## config.mk

```make
export PLATFORM = sky130hd
export DESIGN_NAME = tmon_limit_monitor
export DESIGN_NICKNAME = d
export VERILOG_FILES = /design/src/rtl/tmon_pkg.sv /design/src/rtl/tmon_chan_cmp.sv /design/src/rtl/tmon_therm_trk.sv /design/src/rtl/tmon_alert_gen.sv /design/src/rtl/tmon_limit_monitor.sv
export SDC_FILE = /design/constraint.sdc
export NUM_CORES = 1
export LEC_CHECK = 0
export BUFFER_PORTS_ARGS = -buffer_cell sky130_fd_sc_hd__clkbuf_2
export CAP_MARGIN = 20
export CORE_MARGIN = 2
export CORE_UTILIZATION = 25
export DETAILED_ROUTE_END_ITERATION = 10
export GPL_TIMING_DRIVEN = 0
export PLACE_DENSITY_LB_ADDON = 0.2
export SLEW_MARGIN = 15
export SYNTH_ARGS = -nofsm -noshare
export SYNTH_HDL_FRONTEND = slang
export SYNTH_HIERARCHICAL = 1
export SYNTH_SLANG_ARGS = --single-unit
```

## constraint.sdc

```tcl
create_clock -name clk -period 3.65 [get_ports clk]
set_clock_uncertainty 0.1 [all_clocks]
set_input_delay 0.365 -clock clk [delete_from_list [all_inputs] [get_ports clk]]
set_output_delay 0.365 -clock clk [all_outputs]
set_load 0.1 [all_outputs]
```

## src/rtl/tmon_pkg.sv

```systemverilog
package tmon_pkg;

    localparam int TEMP_W     = 11;
    localparam int FRAC_W     = 3;
    localparam int LIM_W      = 8;
    localparam int REARM_DROP = 5;
    localparam int NCH        = 2;

    typedef logic signed [TEMP_W-1:0] temp_t;
    typedef logic signed [LIM_W-1:0]  lim_t;

    typedef enum logic [1:0] {
        CTL_LOCAL  = 2'd0,
        CTL_REMOTE = 2'd1,
        CTL_HOTTER = 2'd2
    } ctl_sel_e;

    typedef struct packed {
        lim_t hi;
        lim_t lo;
        lim_t crit;
    } chan_lim_t;

    typedef struct packed {
        logic hi;
        logic lo;
        logic crit;
        logic hot;
        logic cool;
    } cmp_t;

    // whole-degree limit placed on the integer part of a sample
    function automatic temp_t align_lim(lim_t l);
        temp_t r;
        r = temp_t'(l);
        return r <<< FRAC_W;
    endfunction

    // THERM limit minus the re-arm margin, clamped at the most negative value
    function automatic lim_t rearm_level(lim_t l);
        logic [LIM_W:0] d;
        d = {l[LIM_W-1], l} - (LIM_W+1)'(REARM_DROP);
        if (d[LIM_W] != d[LIM_W-1])
            return {1'b1, {(LIM_W-1){1'b0}}};
        return d[LIM_W-1:0];
    endfunction

    function automatic temp_t hotter(temp_t a, temp_t b);
        return (a > b) ? a : b;
    endfunction

endpackage

```

## src/rtl/tmon_chan_cmp.sv

```systemverilog
module tmon_chan_cmp
    import tmon_pkg::*;
(
    input  temp_t     temp_i,
    input  chan_lim_t lim_i,
    input  lim_t      therm_lim_i,
    output cmp_t      cmp_o
);
    always_comb begin
        cmp_o.hi   = temp_i >= align_lim(lim_i.hi);
        cmp_o.lo   = temp_i <= align_lim(lim_i.lo);
        cmp_o.crit = temp_i >= align_lim(lim_i.crit);
        cmp_o.hot  = temp_i >= align_lim(therm_lim_i);
        cmp_o.cool = temp_i <= align_lim(rearm_level(therm_lim_i));
    end
endmodule

```

## src/rtl/tmon_therm_trk.sv

```systemverilog
module tmon_therm_trk (
    input  logic clk,
    input  logic rst,
    input  logic smp_valid,
    input  logic rd_clr,
    input  logic hot,
    input  logic cool,
    output logic flag
);
    logic armed;

    always_ff @(posedge clk) begin
        if (rst) begin
            flag  <= 1'b0;
            armed <= 1'b1;
        end else if (rd_clr) begin
            flag <= 1'b0;
            if (flag)
                armed <= 1'b0;
        end else if (smp_valid) begin
            if (armed && hot)
                flag <= 1'b1;
            if (cool)
                armed <= 1'b1;
        end
    end
endmodule

```

## src/rtl/tmon_alert_gen.sv

```systemverilog
module tmon_alert_gen
    import tmon_pkg::*;
(
    input  logic [NCH-1:0] oor,
    input  logic [NCH-1:0] ie_oor,
    input  logic [NCH-1:0] crit,
    input  logic [NCH-1:0] therm_bits,
    input  logic [NCH-1:0] therm_lvl,
    input  logic           psv,
    input  logic           ie_psv,
    input  logic           ie_therm,
    input  logic           fan_force_en,
    output logic           alert_n,
    output logic           ovr_n,
    output logic           therm_n,
    output logic           fan_full
);
    logic maskable;

    always_comb begin
        maskable = (|(oor & ie_oor)) | (psv & ie_psv) | ((|therm_bits) & ie_therm);
        alert_n  = !(maskable | (|crit));
        ovr_n    = !(|crit);
        therm_n  = !(|therm_lvl);
        fan_full = fan_force_en & (|therm_bits);
    end
endmodule

```

## src/rtl/tmon_limit_monitor.sv

```systemverilog
module tmon_limit_monitor
    import tmon_pkg::*;
(
    input  logic              clk,
    input  logic              rst,
    input  logic              smp_valid,
    input  logic [TEMP_W-1:0] loc_temp,
    input  logic [TEMP_W-1:0] rem_temp,
    input  logic [LIM_W-1:0]  loc_hi_lim,
    input  logic [LIM_W-1:0]  loc_lo_lim,
    input  logic [LIM_W-1:0]  loc_crit_lim,
    input  logic [LIM_W-1:0]  rem_hi_lim,
    input  logic [LIM_W-1:0]  rem_lo_lim,
    input  logic [LIM_W-1:0]  rem_crit_lim,
    input  logic [LIM_W-1:0]  psv_lim,
    input  logic [LIM_W-1:0]  therm_lim,
    input  logic [1:0]        ctl_sel,
    input  logic              ie_loc_oor,
    input  logic              ie_rem_oor,
    input  logic              ie_psv,
    input  logic              ie_therm,
    input  logic              fan_force_en,
    input  logic              rd_main,
    input  logic              rd_aux,
    output logic [NCH-1:0]    hi_flag,
    output logic [NCH-1:0]    lo_flag,
    output logic [NCH-1:0]    oor_flag,
    output logic [NCH-1:0]    crit_flag,
    output logic [NCH-1:0]    therm_flag,
    output logic              psv_flag,
    output logic              alert_n,
    output logic              ovr_n,
    output logic              therm_n,
    output logic              fan_full
);
    temp_t          temps [NCH];
    chan_lim_t      lims  [NCH];
    cmp_t           cmp   [NCH];
    logic [NCH-1:0] lvl_q;
    temp_t          ctl_temp;
    logic           psv_hit;

    assign temps[0] = loc_temp;
    assign temps[1] = rem_temp;
    assign lims[0]  = '{hi: loc_hi_lim, lo: loc_lo_lim, crit: loc_crit_lim};
    assign lims[1]  = '{hi: rem_hi_lim, lo: rem_lo_lim, crit: rem_crit_lim};

    generate
        for (genvar c = 0; c < NCH; c++) begin : g_ch
            tmon_chan_cmp u_cmp (
                .temp_i      (temps[c]),
                .lim_i       (lims[c]),
                .therm_lim_i (therm_lim),
                .cmp_o       (cmp[c])
            );
            tmon_therm_trk u_trk (
                .clk       (clk),
                .rst       (rst),
                .smp_valid (smp_valid),
                .rd_clr    (rd_main),
                .hot       (cmp[c].hot),
                .cool      (cmp[c].cool),
                .flag      (therm_flag[c])
            );
        end
    endgenerate

    // level-following status, refreshed only on a sample
    always_ff @(posedge clk) begin
        if (rst) begin
            hi_flag   <= '0;
            lo_flag   <= '0;
            oor_flag  <= '0;
            crit_flag <= '0;
            lvl_q     <= '0;
        end else if (smp_valid) begin
            for (int c = 0; c < NCH; c++) begin
                hi_flag[c]   <= cmp[c].hi;
                lo_flag[c]   <= cmp[c].lo;
                oor_flag[c]  <= cmp[c].hi | cmp[c].lo;
                crit_flag[c] <= cmp[c].crit;
                lvl_q[c]     <= cmp[c].hot;
            end
        end
    end

    always_comb begin
        case (ctl_sel_e'(ctl_sel))
            CTL_LOCAL:  ctl_temp = temps[0];
            CTL_REMOTE: ctl_temp = temps[1];
            default:    ctl_temp = hotter(temps[0], temps[1]);
        endcase
        psv_hit = ctl_temp <= align_lim(psv_lim);
    end

    // passive cooling: set-only, read clears with priority
    always_ff @(posedge clk) begin
        if (rst)
            psv_flag <= 1'b0;
        else if (rd_aux)
            psv_flag <= 1'b0;
        else if (smp_valid && psv_hit)
            psv_flag <= 1'b1;
    end

    tmon_alert_gen u_alert (
        .oor          (oor_flag),
        .ie_oor       ({ie_rem_oor, ie_loc_oor}),
        .crit         (crit_flag),
        .therm_bits   (therm_flag),
        .therm_lvl    (lvl_q),
        .psv          (psv_flag),
        .ie_psv       (ie_psv),
        .ie_therm     (ie_therm),
        .fan_force_en (fan_force_en),
        .alert_n      (alert_n),
        .ovr_n        (ovr_n),
        .therm_n      (therm_n),
        .fan_full     (fan_full)
    );
endmodule

```

==> reports/metrics.cfg, run 1 <==
[run_status]
outcome=finished, final reports clean

[clock_network]
clk_latency_ns=0.24
cts_tree=yes
ctsHoldBuffers=0
cts_max_level=1
numCtsBuffers=3
ctsLongestPathBuffers=2
cts_sinks=15
clockRootBuffer=clkbuf_16
clk_pin_slew_worst_paths_ns=0.05

[sta]
tightestPinTransition_ns=0.812
setup_slack_ns=0.194
setup_viol=0
fin_tns_setup_ns=0
fin_crit_sh=0.947
hold_viol=0
holdWs_ns=0.277
max_freq_mhz=289
maxSlewViolCount=0
slew_headroom=0.455
min_period_ns=3.46

[logic_synthesis]
synth.yosys.seq_area_share=0.0853
synth_flop_cell=dfxtp_1
ys_warn_count=6
yosysMostFrequentCell=ha_1
synth_area_per_cell_sq_um=7.69
synthCells=458
synthTopCellsByArea=ha_1, inv_1, dfxtp_1, nor2_1, mux2i_1
netlist_area_sq_um=3520
async_flop_share=0
ys_types=50
synth_top_area_cell=ha_1
synth_nets=659
ys_ff_latch=15
synth_top_area_share=0.366
synth_edf_count=0
synth_common_cells=ha_1, inv_1, nor2_1

[pwr]
swShare=0.449
pwr-share-comb=0.602
power_leakage_uw=0.00248
sequentialPowerShare=0.185
p_clk_frac=0.213
intPower_uw=559
power.switching_uw=455
total_power_uw=1010
p_per_area_nw_per_um2=229
ir_drop_uv=110

[floorplan]
die_w_microns=123
initial_core_util=0.255
io_pins=113
core_region_area_sq_um=13800
die_y_microns=123
rows=43
dieArea_sq_um=15000

[setup_path]
cp.required_ns=3.67
cp-start-kind=primary input
slowest_delay_ns=0.40
crit_chain=clkbuf_4 -> inv_1 -> ha_1 -> nand4_1 -> buf_4 -> nor2_1 -> o32a_1 -> mux2i_4 -> buf_6 -> buf_4 -> mux2_2 -> ha_1 -> and3_1 -> nand4_1 -> nor3_1 -> o31ai_1 -> o31ai_1
arrival_ns=3.47
worst-path-max-fanout=7
worstSetupPathType=primary input to flip-flop
cp-end-kind=flip-flop
cp_slowest_cell=o32a_1

[cells_and_area]
seq_area_sq_um=300
antenna_cells=0
multi_input_area_sq_um=2860
fin_nets=780
n_fill_cell=1514
area_growth_pct=25.8
stdcell_area_sq_um=4430
layout-drive-gt1-share=0.232

[routing]
routed_wl_microns=10600
dr.pass1.iters=4
vias=3578
via_per_inst=4.72
final_antenna_net_count=0
drc_errors=0
wire_per_inst_microns=14.0
drtIter0Drc=126

[global_routing]
grt_start_max_net_pins=11
first_global_vias=3555
gr-usage-met1=0.201
use_met3=0.00743
grt-busiest-layer=met2
grt_pass1_wl_microns=17000
grt_remaining_overflow=0
met2_usage=0.247
grt_usage=0.144
antenna_found_initial=0

[min_path]
hp-class=primary input to flip-flop

[place]
dp_slack_ns=-0.325
port_buffers=112
place_area_sq_um=4310
dpl.hpwl_microns=9050
place.gp.congestion=0.808

[run]
maxCapViolCount=0

final cells by class:
type | count | share of cell area
multi-input combinational | 346 | 0.646
timing repair buffer | 116 | 0.136
inverter | 95 | 0.0805
sequential | 15 | 0.0678
tap | 180 | 0.0508
clock buffer | 4 | 0.0178
buffer | 2 | 0.00169
power groups by stage:
| stage | Clock, uW | Combinational, uW | Sequential (uW) |
|---|---|---|---|
| floorplan | 0 | 348 | 259 |
| detailed placement | 0 | 607 | 191 |
| global route | 225 | 691 | 189 |
| CTS | 222 | 613 | 188 |
| global placement | 0 | 589 | 190 |
| finish | 216 | 611 | 187 |
worst max-delay path: cells and delay by family:
| family | cells | cell delay [ns] |
|---|---|---|
| buffers and inverters | 5 | 0.62 |
| adder cells (fa/ha/maj) | 2 | 0.58 |
| AO/OA/AOI/OAI | 3 | 0.77 |
| AND/OR/NAND/NOR | 5 | 0.53 |
| multiplexers | 2 | 0.61 |
metrics by stage:
| stage | std cells | utilization |
|---|---|---|
| 2_1_floorplan | 458 | - |
| 3_3_place_gp | 750 | 0.311 |
| 3_5_place_dp | 750 | 0.311 |
| 4_1_cts | 756 | 0.318 |
| 5_1_grt | 758 | 0.320 |
| 6_report | 758 | 0.320 |
metal layers:
metal  vias to the layer above  wire, microns
met1                      1637           5270
met4                         0             46
met5                         -              0
li1                       1870              -
met2                        69           4910
met3                         2            381
flip-flops by register name, summed over array words and instances (netlist names):
name	cells
g_ch.u_trk/armed	2
crit_flag	2
lvl_q	2
lo_flag	2
hi_flag	2
psv_flag	1
g_ch.u_trk/flag	2
oor_flag	2
cells by family after synthesis:
| group | after synthesis | share of synthesized area |
|---|---|---|
| xor+xnor | 8 | 0.0199 |
| flops | 15 | 0.0853 |
| buf+inv | 97 | 0.103 |
| fa+ha+maj | 103 | 0.366 |
| mux | 19 | 0.0601 |
| simple gates | 124 | 0.188 |
| compound gates | 92 | 0.177 |
worst paths after layout:
| path | to | depth (start not counted) | slack, ns | from |
|---|---|---|---|---|
| setup / recovery | psv_flag | 17 | 0.19 | rem_temp[4] |
| hold / removal | g_ch[0].u_trk/flag | 2 | 0.28 | rst |
| setup reg to reg | psv_flag | 4 | 2.02 | psv_flag |
| hold reg to reg | lvl_q[1] | 2 | 0.40 | lvl_q[1] |
cells in the final DEF (no fill, tap or decap), types with 3 or more instances in the layout:
master     netlist  routed
o21a_1           3       3
o22ai_1          6       6
ha_1           103     103
nand3_1          7       7
buf_2            0       3
a211oi_1         4       4
nand4_1         14      14
a21o_1           8       8
nor2_1          31      31
nor2b_1         12      12
or3_1            4       4
mux2i_1         11      11
nor3_1           8       8
o21ai_0         16      16
a31oi_1          9       9
nand2_1         18      18
dfxtp_1         15      15
a2111o_1         3       3
buf_4            0       3
and3_1           6       6
inv_1           95      95
clkbuf_2         0     106
clkbuf_4         0       3
xnor2_1          8       8
mux2_2           7       6
a21oi_1         17      17
o31ai_1          5       5
clkbuf_16        0       3
nand2b_1        10      10
nand3b_1         3       3
repair_timing:
item,CTS,global route
pin swaps,0,3
setup buffers,2,2
endpoints found under the setup margin,1,1
hold endpoints to repair,0,0
gates resized for setup,0,11
Power figures use the tool's default switching activity.
==> run 2, diff against run 1 <==
==> constraint.sdc (replaced) <==
create_clock -name clk -period 4.05 [get_ports clk]
set_clock_uncertainty 0.1 [all_clocks]
set_input_delay 0.405 -clock clk [delete_from_list [all_inputs] [get_ports clk]]
set_output_delay 0.405 -clock clk [all_outputs]
set_load 0.1 [all_outputs]
==> run 2 against run 1 <==
Effect of this change:
- setup slack better by 0.16 ns
- sequential cell count unchanged
- utilization down 0.33 points
- first-iteration DRC count down 1.6%
- worst hold slack better by 0.040 ns
- combinational power down 11%
- register-to-register slack better by 0.43 ns
- wire length down 0.20%
- critical path depth down 2
- total power down 11%
- non-clock buffer count down 4
==> reports/metrics.cfg, run 2 (synthesis results as in run 1) <==
[min_path]
hp-start=rst
hp-class=primary input to flip-flop

[floorplan]
initial_core_util=0.255  ; unchanged
core_region_area_sq_um=13800  ; unchanged
rows=43  ; unchanged
io_pins=113  ; unchanged
dieArea_sq_um=15000  ; unchanged
die_w_microns=123  ; unchanged
die_y_microns=123  ; unchanged

[place]
dp_slack_ns=0.0347  ; +0.360 ns
port_buffers=112  ; unchanged
place.gp.congestion=0.808  ; unchanged
dpl.hpwl_microns=9050  ; unchanged
place_area_sq_um=4310  ; unchanged

[clock_network]
ctsHoldBuffers=0  ; unchanged
clk_pin_slew_worst_paths_ns=0.05  ; about the same
cts_tree=yes
clk_latency_ns=0.25  ; about the same
cts_setup_buffers=0  ; -2
ctsLongestPathBuffers=2  ; unchanged
numCtsBuffers=3  ; unchanged
clockRootBuffer=clkbuf_16
cts_sinks=15  ; unchanged
cts_max_level=1  ; unchanged
cts.repair.resized=0  ; unchanged

[routing]
drtIter0Drc=124  ; -1.6%
dr.pass1.iters=4  ; unchanged
drc_errors=0  ; unchanged
final_antenna_net_count=0  ; unchanged
via_per_inst=4.70  ; -0.34%
routed_wl_microns=10600  ; -0.20%
vias=3547  ; -0.87%
wire_per_inst_microns=14.0  ; +0.33%

[sta]
maxSlewViolCount=0  ; unchanged
grt_setup_unrepaired=no
max_freq_mhz=271
setup_slack_ns=0.357  ; +0.163 ns
tightestPinTransition_ns=0.812  ; +0.000753 ns
hold_viol=0  ; unchanged
setup_viol=0  ; unchanged
min_period_ns=3.69
slew_headroom=0.454  ; -0.000506
fin_crit_sh=0.912
fin_tns_setup_ns=0  ; unchanged

[run_status]
outcome=finished, final reports clean

[setup_path]
cp.required_ns=4.07  ; +0.40 ns
cp-end-kind=flip-flop
worst-path-max-fanout=8  ; +1
crit_start=loc_temp[6]
worstSetupPathType=primary input to flip-flop
slowest_delay_ns=0.40  ; about the same
cp_slowest_cell=o32a_1
crit_chain=clkbuf_2 -> ha_1 -> nand4_1 -> a21oi_1 -> nor3_1 -> o32a_1 -> mux2i_4 -> mux2_2 -> ha_1 -> and3_1 -> o21ai_0 -> a31oi_1 -> o22ai_1 -> o31ai_1 -> o31ai_1
arrival_ns=3.71  ; +0.24 ns
cp-start-kind=primary input
regToRegStartpoint=psv_flag
ff2ff_setup_slack_ns=2.45  ; +0.43 ns
cp_top_family=compound AO/OA/AOI/OAI gates
path_buf_inv=1  ; -4

[pwr]
intPower_uw=497  ; -11%
p_clk_frac=0.216  ; +0.003
ir_drop_uv=99.4  ; -9.5%
pwr-share-comb=0.598  ; -0.004
power.switching_uw=409  ; -10%
power_leakage_uw=0.00245  ; -1.0%
sequentialPowerShare=0.186  ; about the same
p_per_area_nw_per_um2=207  ; -9.8%
swShare=0.451  ; +0.00252

[cells_and_area]
multi_input_area_sq_um=2860  ; -0.13%
seq_area_sq_um=300  ; unchanged
final_common_cell=clkbuf_2
layout-drive-gt1-share=0.226  ; -0.00535
fin_nets=776  ; -0.51%
area_growth_pct=24.6
stdcell_area_sq_um=4390  ; -1.0%
mostFrequentLayoutCells=clkbuf_2, ha_1, inv_1, nor2_1, nand2_1
n_fill_cell=1512  ; -0.13%
antenna_cells=0  ; unchanged

[global_routing]
grt_start_max_net_pins=11  ; unchanged
grt_pass1_wl_microns=16900  ; -0.25%
grt_remaining_overflow=0  ; unchanged
first_global_vias=3546  ; -0.25%
antenna_found_initial=0  ; unchanged
grt_usage=0.144  ; -0.000291

[run]
maxCapViolCount=0  ; unchanged

==> run 2: changes by cell type in the layout (fill, tap and decap cells not counted) <==
cell and change:
clkbuf_2 +6, buf_2 -3, buf_4 -3, clkbuf_4 -3, buf_6 -1, mux2_2 +1
mux2_4 -1
==> run 2: area by class of cell <==
class                           instances  share of cell area
Multi-Input combinational cell        346               0.651
Timing Repair Buffer                  112               0.128
Inverter                               95              0.0813
Sequential cell                        15              0.0685
Tap cell                              180              0.0514
Clock buffer                            4              0.0180
Buffer                                  2             0.00171
==> run 2: path summary, 6_finish.rpt <==
kind / depth (start not counted) / endpoint
worst max-delay path: 15 / psv_flag
worst min-delay path: 2 / g_ch[0].u_trk/flag
worst max register to register: 4 / psv_flag
worst min register to register: 2 / lvl_q[1]
==> run 2: layer usage <==
metal,GRT usage,wire [microns],share of wire,vias up
met5,0,0,0,-
met4,0.0244,46,0.0043,0
met3,0.00743,348,0.033,2
met2,0.247,4860,0.46,72
met1,0.201,5340,0.50,1613
li1,-,-,-,1860
==> run 2: stage by stage <==
stage                     instances  total power (uW)  hold WS [ns]   util
after detailed placement        750               719         0.389  0.311
after global placement          750               703         0.374  0.311
after global routing            754               987         0.343  0.317
after floorplan                 458               547         0.361      -
final                           754               906         0.316  0.317
after CTS                       754               918         0.315  0.317
==> run 2: power by group through the flow <==
stage | registers (uW) | logic, uW | clock network (uW)
5_1_grt | 170 | 614 | 203
6_report | 169 | 542 | 195
3_3_place_gp | 172 | 531 | 0
2_1_floorplan | 234 | 313 | 0
4_1_cts | 169 | 549 | 200
3_5_place_dp | 172 | 547 | 0
==> run 3, diff against run 2 <==
--- a/config.mk
+++ b/config.mk
@@ -8,12 +8,11 @@
 export BUFFER_PORTS_ARGS = -buffer_cell sky130_fd_sc_hd__clkbuf_2
 export CAP_MARGIN = 20
 export CORE_MARGIN = 2
-export CORE_UTILIZATION = 25
+export CORE_UTILIZATION = 26
 export DETAILED_ROUTE_END_ITERATION = 10
 export GPL_TIMING_DRIVEN = 0
 export PLACE_DENSITY_LB_ADDON = 0.2
 export SLEW_MARGIN = 15
 export SYNTH_ARGS = -nofsm -noshare
 export SYNTH_HDL_FRONTEND = slang
-export SYNTH_HIERARCHICAL = 1
 export SYNTH_SLANG_ARGS = --single-unit
==> run 3 against run 2 <==
Effect of this change:
- setup slack worse by 0.014 ns
- maximum frequency down 0.38%
- clock power down 3%
- sequential share of layout area up 0.31 points
- critical endpoint unchanged
- largest power group unchanged
- highest routed layer unchanged
==> reports/metrics.cfg, run 3 <==
[logic_synthesis]
synth_edf_count=0  ; unchanged
ys_warn_count=0  ; -6
synth_common_cells=ha_1, inv_1, o21ai_0
synthCells=440  ; -3.9%
synth_area_per_cell_sq_um=7.59  ; -1.3%
synth_top_area_cell=ha_1
synth_flop_cell=dfxtp_1
ys_types=56  ; +12%
synth.yosys.seq_area_share=0.0899  ; +0.00463
netlist_area_sq_um=3340  ; -5.2%
ys_ff_latch=15  ; unchanged
synth_top_area_share=0.378  ; +0.0124
synthTopCellsByArea=ha_1, dfxtp_1, inv_1, o21ai_0, a21oi_1
synth_nets=639  ; -3.0%
async_flop_share=0  ; unchanged
yosysMostFrequentCell=ha_1

[cells_and_area]
area_growth_pct=25.6
n_fill_cell=1371  ; -9.3%
antenna_cells=0  ; unchanged
fin_nets=756  ; -2.6%
layout-drive-gt1-share=0.236  ; +0.00913
mostFrequentLayoutCells=clkbuf_2, ha_1, inv_1, o21ai_0, nand2_1
final_common_cell=clkbuf_2

[clock_network]
cts_setup_buffers=0  ; unchanged
clk_latency_ns=0.24  ; about the same
cts_sinks=15  ; unchanged
numCtsBuffers=3  ; unchanged
clk_pin_slew_worst_paths_ns=0.05  ; about the same
clockRootBuffer=clkbuf_16
ctsHoldBuffers=0  ; unchanged
cts_tree=yes
ctsLongestPathBuffers=2  ; unchanged
cts.repair.resized=0  ; unchanged
cts_max_level=1  ; unchanged

[setup_path]
ff2ff_setup_slack_ns=2.98  ; +0.53 ns
reg2reg_depth=3  ; -1
cp-end-kind=flip-flop
cp_slowest_cell=ha_1
cp-start-kind=primary input
critPathMostFrequentCell=ha_1
path_buf_inv=3  ; +2
crit_chain=clkbuf_2 -> inv_1 -> ha_1 -> nand4_1 -> nor3_2 -> a221o_1 -> o2bb2ai_1 -> buf_2 -> o21ai_0 -> ha_1 -> nor2b_1 -> o21a_1 -> o2111ai_1 -> a21boi_0 -> o41ai_1 -> o221a_2
reg2reg_to=psv_flag
cp.required_ns=4.14  ; +0.07 ns
arrival_ns=3.79  ; +0.08 ns
worst-path-max-fanout=10  ; +2
slowest_delay_ns=0.32  ; -0.08 ns
worstSetupPathType=primary input to flip-flop
regToRegStartpoint=psv_flag
cp_top_family=compound AO/OA/AOI/OAI gates

[pwr]
swShare=0.456  ; +0.00423
power.switching_uw=412  ; +0.78%
pwr-share-comb=0.602  ; +0.004
intPower_uw=492  ; -0.93%
p_per_area_nw_per_um2=216  ; +4.4%
total_power_uw=904  ; -0.16%
ir_drop_uv=117  ; +18%
sequentialPowerShare=0.189  ; +0.003
p_clk_frac=0.209  ; -0.007
power_leakage_uw=0.00228  ; -6.9%

[global_routing]
grt_pass1_wl_microns=17400  ; +2.9%
grt_usage=0.153  ; +0.00926
grt_start_max_net_pins=11  ; unchanged
grt_remaining_overflow=0  ; unchanged
first_global_vias=3612  ; +1.9%
antenna_found_initial=0  ; unchanged

[min_path]
whs_path_depth=2  ; unchanged
hold_end=hi_flag[1]
hp-start=hi_flag[1]
hp-class=flip-flop to flip-flop

[run]
maxCapViolCount=0  ; unchanged

[sta]
max_freq_mhz=270  ; -0.38%
min_period_ns=3.71  ; +0.0140 ns
maxSlewViolCount=0  ; unchanged
fin_tns_setup_ns=0  ; unchanged
setup_viol=0  ; unchanged
holdWs_ns=0.369  ; +0.0526 ns
slew_headroom=0.603  ; +0.149
fin_crit_sh=0.915  ; +0.00345
grt_setup_unrepaired=no
hold_viol=0  ; unchanged
tightestPinTransition_ns=0.590  ; -0.222 ns

[floorplan]
initial_core_util=0.266  ; +0.0111
io_pins=113  ; unchanged
die_w_microns=117  ; -4.4%
core_region_area_sq_um=12600  ; -9.1%
rows=41  ; -4.7%
die_y_microns=117  ; -4.4%
dieArea_sq_um=13800  ; -8.5%

[routing]
via_per_inst=4.75  ; +0.94%
vias=3457  ; -2.5%
final_antenna_net_count=0  ; unchanged
wire_per_inst_microns=14.4  ; +2.8%
routed_wl_microns=10500  ; -0.71%
dr.pass1.iters=4  ; unchanged
drc_errors=0  ; unchanged
drtIter0Drc=127  ; +2.4%

[place]
dpl.hpwl_microns=9170  ; +1.3%
place.gp.congestion=0.805  ; -0.33%
port_buffers=112  ; unchanged

[run_status]
outcome=finished, final reports clean

==> run 3: metrics by stage <==
stage	utilization	instance area, sq um	std cells	setup slack (ns)
finish	0.334	4190	728	0.343
CTS	0.334	4190	728	0.364
detailed placement	0.327	4120	724	0.128
global route	0.334	4190	728	0.0871
floorplan	-	3340	440	0.435
global placement	0.327	4120	724	0.146
==> run 3: per-layer routing <==
layer	up-vias	part of all wire	GRT usage
li1	1825	-	-
met1	1529	0.48	0.204
met2	92	0.46	0.267
met3	11	0.046	0.0214
met4	0	0.011	0.0241
met5	-	0	0
==> run 3: kinds of logic (layout without fill, tap and decap cells) <==
logic type / count (synthesis) / after routing / share of synthesized area
adder cells (fa/ha/maj): 101 / 101 / 0.378
flip-flops: 15 / 15 / 0.0899
AO/OA/AOI/OAI: 121 / 121 / 0.245
AND/OR/NAND/NOR: 118 / 118 / 0.181
buffers and inverters: 82 / 198 / 0.0974
XOR/XNOR: 3 / 3 / 0.00787
==> run 3: worst max-delay path by stage <==
stage,start,endpoint,cells past startpoint
final,rem_temp[10],psv_flag,16
after global routing,rem_temp[10],psv_flag,16
after CTS,rem_temp[10],psv_flag,16
after detailed placement,rem_temp[10],psv_flag,16
after global placement,rem_temp[10],psv_flag,16
after floorplan,crit_flag[1],alert_n,2
==> run 3: final cells by class <==
cell class	count	area, sq um	area share
Tap cell	172	215	0.0513
Multi-Input combinational cell	343	2710	0.647
Inverter	77	289	0.0689
Timing Repair Buffer	112	561	0.134
Buffer	5	36.3	0.00865
Clock buffer	4	78.8	0.0188
Sequential cell	15	300	0.0716
==> run 3: worst min-delay path: stages (launching register included) <==
cell	delay [ns]
dfxtp_1	0.31
nand2_1	0.06
a21oi_1	0.05
==> run 3: power by group through the flow <==
| stage | combinational (uW) | clock (uW) | sequential [uW] |
|---|---|---|---|
| after global placement | 535 | 0 | 174 |
| after global routing | 612 | 200 | 172 |
| after floorplan | 322 | 0 | 231 |
| final | 544 | 189 | 170 |
| after detailed placement | 549 | 0 | 174 |
| after CTS | 551 | 195 | 171 |
